**config.mk**
```make
export PLATFORM = sky130hd
export DESIGN_NAME = bypass_cmd_reg
export DESIGN_NICKNAME = d
export VERILOG_FILES = /design/src/rtl/bcr_pkg.sv /design/src/rtl/bcr_cmd_store.sv /design/src/rtl/bcr_arb.sv /design/src/rtl/bypass_cmd_reg.sv
export SDC_FILE = /design/constraint.sdc
export NUM_CORES = 1
export LEC_CHECK = 0
export CAP_MARGIN = 5
export CORE_MARGIN = 2
export CORE_UTILIZATION = 40
export CTS_CLUSTER_DIAMETER = 150
export DETAILED_ROUTE_END_ITERATION = 16
export HOLD_SLACK_MARGIN = 0.06
export PLACE_DENSITY = 0.81
export SLEW_MARGIN = 10
export SYNTH_ARGS = -nofsm -noshare
export SYNTH_HDL_FRONTEND = slang
export SYNTH_HIERARCHICAL = 1
export SYNTH_SLANG_ARGS = --single-unit
```
**constraint.sdc**
```tcl
create_clock -name clk -period 2.05 [get_ports clk]
set_input_delay 0.3075 -clock clk [delete_from_list [all_inputs] [get_ports clk]]
set_output_delay 0.3075 -clock clk [all_outputs]
set_load 0.02 [all_outputs]
```
**src/rtl/bcr_pkg.sv**
```systemverilog
package bcr_pkg;
  localparam int WORD_W    = 32;
  localparam int DATA_W    = 8;
  localparam int REG_W     = 8;
  localparam int SLV_W     = 7;
  localparam int DATA_LSB  = 0;
  localparam int REG_LSB   = DATA_LSB + DATA_W;
  localparam int SLV_LSB   = REG_LSB + REG_W;
  localparam int VALID_BIT = SLV_LSB + SLV_W + 1;
  localparam int ERR_BIT   = WORD_W - 1;

  typedef struct packed {
    logic [SLV_W-1:0]  slv;
    logic [REG_W-1:0]  ra;
    logic [DATA_W-1:0] dat;
  } cmd_t;

  typedef enum logic [1:0] {OWN_IDLE, OWN_BYP, OWN_ST} owner_e;

  function automatic cmd_t cmd_from_word(input logic [WORD_W-1:0] w);
    cmd_t c;
    c.dat = w[DATA_LSB +: DATA_W];
    c.ra  = w[REG_LSB  +: REG_W];
    c.slv = w[SLV_LSB  +: SLV_W];
    return c;
  endfunction

  function automatic logic [WORD_W-1:0] word_from(input logic err, input logic vld,
                                                  input cmd_t c);
    logic [WORD_W-1:0] w;
    w = '0;
    w[DATA_LSB +: DATA_W] = c.dat;
    w[REG_LSB  +: REG_W]  = c.ra;
    w[SLV_LSB  +: SLV_W]  = c.slv;
    w[VALID_BIT]          = vld;
    w[ERR_BIT]            = err;
    return w;
  endfunction
endpackage

```
**src/rtl/bcr_cmd_store.sv**
```systemverilog
module bcr_cmd_store
  import bcr_pkg::*;
(
  input  logic              clk,
  input  logic              rst_n,
  input  logic              wr_en,
  input  logic [WORD_W-1:0] wr_word,
  input  logic              byp_done,
  input  logic              byp_nack,
  output cmd_t              cmd,
  output logic              valid,
  output logic              err
);
  logic load_ok, launch, err_clr, err_set;

  assign load_ok = wr_en & ~valid;
  assign launch  = load_ok & wr_word[VALID_BIT];
  assign err_clr = wr_en & wr_word[ERR_BIT];
  assign err_set = byp_done & byp_nack;

  always_ff @(posedge clk) begin
    if (!rst_n) begin
      cmd   <= '0;
      valid <= 1'b0;
      err   <= 1'b0;
    end else begin
      if (load_ok) cmd <= cmd_from_word(wr_word);
      if (launch) valid <= 1'b1;
      else if (byp_done) valid <= 1'b0;
      if (err_set) err <= 1'b1;
      else if (err_clr) err <= 1'b0;
    end
  end
endmodule

```
**src/rtl/bcr_arb.sv**
```systemverilog
module bcr_arb
  import bcr_pkg::*;
(
  input  logic   clk,
  input  logic   rst_n,
  input  logic   byp_pend,
  input  cmd_t   byp_cmd,
  input  logic   st_req,
  input  cmd_t   st_cmd,
  input  logic   eng_done,
  output owner_e owner,
  output cmd_t   eng_cmd
);
  logic idle, take_byp, take_st;

  assign idle     = (owner == OWN_IDLE);
  assign take_byp = idle & byp_pend;
  assign take_st  = idle & ~byp_pend & st_req;

  always_ff @(posedge clk) begin
    if (!rst_n) begin
      owner   <= OWN_IDLE;
      eng_cmd <= '0;
    end else if (take_byp) begin
      owner   <= OWN_BYP;
      eng_cmd <= byp_cmd;
    end else if (take_st) begin
      owner   <= OWN_ST;
      eng_cmd <= st_cmd;
    end else if (!idle && eng_done) begin
      owner   <= OWN_IDLE;
    end
  end
endmodule

```
**src/rtl/bypass_cmd_reg.sv**
```systemverilog
module bypass_cmd_reg
  import bcr_pkg::*;
(
  input  logic              clk,
  input  logic              rst_n,
  input  logic              host_wr,
  input  logic [WORD_W-1:0] host_wdata,
  output logic [WORD_W-1:0] host_rdata,
  input  logic              st_req,
  input  logic [SLV_W-1:0]  st_slave,
  input  logic [REG_W-1:0]  st_reg,
  input  logic [DATA_W-1:0] st_data,
  output logic              st_done,
  output logic              eng_req,
  output logic [SLV_W-1:0]  eng_slave,
  output logic [REG_W-1:0]  eng_reg,
  output logic [DATA_W-1:0] eng_data,
  input  logic              eng_done,
  input  logic              eng_nack
);
  cmd_t   cmd_q, st_cmd, eng_cmd;
  owner_e owner;
  logic   valid_q, err_q;
  logic   byp_active, byp_done;

  assign st_cmd     = '{slv: st_slave, ra: st_reg, dat: st_data};
  assign byp_active = (owner == OWN_BYP);
  assign byp_done   = eng_done & byp_active;

  bcr_cmd_store u_store (
    .clk      (clk),
    .rst_n    (rst_n),
    .wr_en    (host_wr),
    .wr_word  (host_wdata),
    .byp_done (byp_done),
    .byp_nack (eng_nack),
    .cmd      (cmd_q),
    .valid    (valid_q),
    .err      (err_q)
  );

  bcr_arb u_arb (
    .clk      (clk),
    .rst_n    (rst_n),
    .byp_pend (valid_q),
    .byp_cmd  (cmd_q),
    .st_req   (st_req),
    .st_cmd   (st_cmd),
    .eng_done (eng_done),
    .owner    (owner),
    .eng_cmd  (eng_cmd)
  );

  assign host_rdata = word_from(err_q, valid_q, cmd_q);
  assign eng_req    = (owner != OWN_IDLE);
  assign eng_slave  = eng_cmd.slv;
  assign eng_reg    = eng_cmd.ra;
  assign eng_data   = eng_cmd.dat;
  assign st_done    = eng_done & (owner == OWN_ST);
endmodule

```
==> impl_metrics.ini <==
[clock_network]
cts_setup_buffers = 0
cts.root.buffer_cell = sky130_fd_sc_hd__clkbuf_8
clkSinkCount = 50
cts_tree = yes
clock_tree_buffer_depth = 2
tritoncts_buffers = 5
clock_insertion_delay_worst_skew_ns = 0.29
post_cts.resized_instances = 0
post_cts_hold_buffer_count = 0
clk_transition_reported_paths_ns = 0.08
cts.htree.levels = 2

[critical_path]
cp.required_ns = 1.74
worst_setup_path_start_kind = input pin
wp_data_arrival_ns = 1.59
maximum_net_fanout_on_the_critical_path = 4
crit_path_end_kind = output pin
worst-setup-path-type = input pin to output pin

[pwr]
p_int_w = 0.00170
power.combinational.fraction = 0.314
pwr-share-clk = 0.219
power.switching_w = 0.000733
power_leakage_nw = 1.55
sw_frac_of_total = 0.301
powerDensity_mw_per_mm2 = 711
ir_worst_vdd_uv = 444
seq_power_share = 0.467

[sta]
final_count_of_pins_violating_max_slew = 0
totalNegativeSetupSlack_ns = 0
fin_crit_ns = 1.90
finalHoldViolations = 0
final_setup_violation_count = 0
fmaxAchievable_mhz = 526
worst_slew_pin_slew_ns = 0.607
final.setup_skew_ns = 0.00682
timing.final.crit_share = 0.927
max_slew_margin = 0.596
setup_repair_after_global_routing_missed_its_margin = false

[routing]
top_layer = met4
met2_wirelength_um = 2970
routed_via_density = 4.90
drt_pre_antenna_iters = 4
detail_route.iter0.violations = 95
total_number_of_vias = 1996
detail_route.wirelength.met1_um = 2580
route.detailed.drc = 0
wl_per_cell_um = 14.6
drt-total-wl_um = 5960
ant_nets = 0
routed-wl-met3_um = 396

[final_layout]
layout.nets = 393
postLayoutCoreUtil = 0.589
syn2layout_area_growth_pct = 44.6
num_antenna_cells = 0
multiInputGateArea_mm2 = 0.00114
drive_above_1_share = 0.0602
register_area_mm2 = 0.00100
layout.filler_cells = 528

[yosys]
yosys_warnings = 6
synth.lib_cells_used.distinct = 25
synth.ff_latch_count = 50
syn_area_per_cell_um2 = 9.87
syn_area_mm2 = 0.00237
synth_sequential_area_ratio = 0.422
syn_inst = 240

[floorplanning]
rows = 28
floorplan.initialDensity = 0.407
floorplan.io_pins = 118
die_h_um = 81.0
core_mm2 = 0.00582
die_w_um = 81.0
floorplan.die_area_mm2 = 0.00656

[global_routing]
grt_max_degree = 43
grt_overflow = 0
global_route.usage.total = 0.184
antenna_found_initial = 0
grt_pass1_vias = 1927
grt_pass1_wl_um = 9310

[worst_hold_path]
hold_path.class = flip-flop to flip-flop

[outcome]
run_status = finished clean

[job]
drv_cap = 0

[place]
place.detailed.hpwl_um = 4210
place_congestion = 0.729
io_buf_count = 103
==> state kept, by name, indices dropped and copies added, names as in the netlist <==
| signal | flops |
|---|---|
| u_arb/eng_cmd | 23 |
| u_arb/owner | 2 |
| u_store/cmd | 23 |
| u_store/err | 1 |
| u_store/valid | 1 |
==> power groups by stage <==
stage	Combinational (W)	Clock, W	Sequential [W]
2_1_floorplan	0.000347	0	0.00126
3_3_place_gp	0.000758	0	0.00116
3_5_place_dp	0.000768	0	0.00116
4_1_cts	0.000772	0.000561	0.00114
5_1_grt	0.000820	0.000599	0.00115
6_report	0.000765	0.000534	0.00114
==> layout by cell type, fill, tap and decap left out, types with 2 or more instances in the layout <==
master                            instances
sky130_fd_sc_hd__nor2b_1                  3
sky130_fd_sc_hd__buf_4                    5
sky130_fd_sc_hd__mux2i_1                 46
sky130_fd_sc_hd__or2_1                    2
sky130_fd_sc_hd__nand3_1                 23
sky130_fd_sc_hd__clkbuf_1                 2
sky130_fd_sc_hd__clkbuf_8                 5
sky130_fd_sc_hd__dfxtp_1                 49
sky130_fd_sc_hd__and3b_2                  2
sky130_fd_sc_hd__o211a_1                 23
sky130_fd_sc_hd__buf_12                   2
sky130_fd_sc_hd__nand2_1                 48
sky130_fd_sc_hd__conb_1                   7
sky130_fd_sc_hd__clkdlybuf4s50_1        102
sky130_fd_sc_hd__inv_1                    2
==> through the flow <==
stage | area (um2) | hold WS (ns) | setup slack [ns] | power [W] | cells
detailed placement | 3350 | 0.468 | 0.149 | 0.00193 | 400
global placement | 3350 | 0.454 | 0.162 | 0.00191 | 400
global route | 3430 | 0.497 | 0.110 | 0.00257 | 407
CTS | 3430 | 0.480 | 0.143 | 0.00247 | 407
finish | 3430 | 0.481 | 0.149 | 0.00244 | 407
floorplan | 2390 | 0.450 | 0.530 | 0.00161 | 246
==> Yosys cell counts, drive strengths merged <==
master,n,area (um2)
dfxtp,50,1000
nand2,48,180
mux2i,46,460
buf,27,226
nand3,23,115
o211a,23,230
clkbuf,4,15.0
nor2b,4,32.5
and3b,2,20.0
inv,2,7.51
or2,2,12.5
a21oi,1,5.00
a31o,1,8.76
a32oi,1,8.76
and2,1,8.76
and3,1,6.26
conb,1,3.75
nand3b,1,7.51
nand4b,1,8.76
nor2,1,11.3
==> path summary, 6_finish.rpt <==
kind	startpoint	endpoint	slack [ns]	depth (start not counted)
max	eng_done	st_done	0.15	3
min reg2reg	u_store/cmd[2]	u_store/cmd[2]	0.48	2
max reg2reg	u_store/valid	u_arb/eng_cmd[15]	0.65	4
min	u_store/cmd[2]	u_store/cmd[2]	0.48	2
==> cell families after synthesis <==
group	share of synthesized area
muxes	0.194
and+or+nand+nor	0.170
DFF	0.422
buffers and inverters	0.105
AOI/OAI and AO/OA	0.107
other	0.00158
==> layout make-up <==
class,count,area share
Multi-Input combinational cell,163,0.333
Timing Repair Buffer,110,0.322
Sequential cell,50,0.293
Tap cell,75,0.0274
Clock buffer,7,0.0223
Inverter,2,0.00219
==> worst max-delay path, cell delays in order <==
cell                              delay [ns]
sky130_fd_sc_hd__clkdlybuf4s50_1        0.51
sky130_fd_sc_hd__and3b_2                0.18
sky130_fd_sc_hd__clkdlybuf4s50_1        0.59
==> per-layer routing <==
metal | track usage | up-vias
met5 | 0 | -
met4 | 0.0441 | 0
met3 | 0.0556 | 2
met2 | 0.306 | 63
met1 | 0.235 | 936
li1 | - | 995
Power figures use the tool's default switching activity.
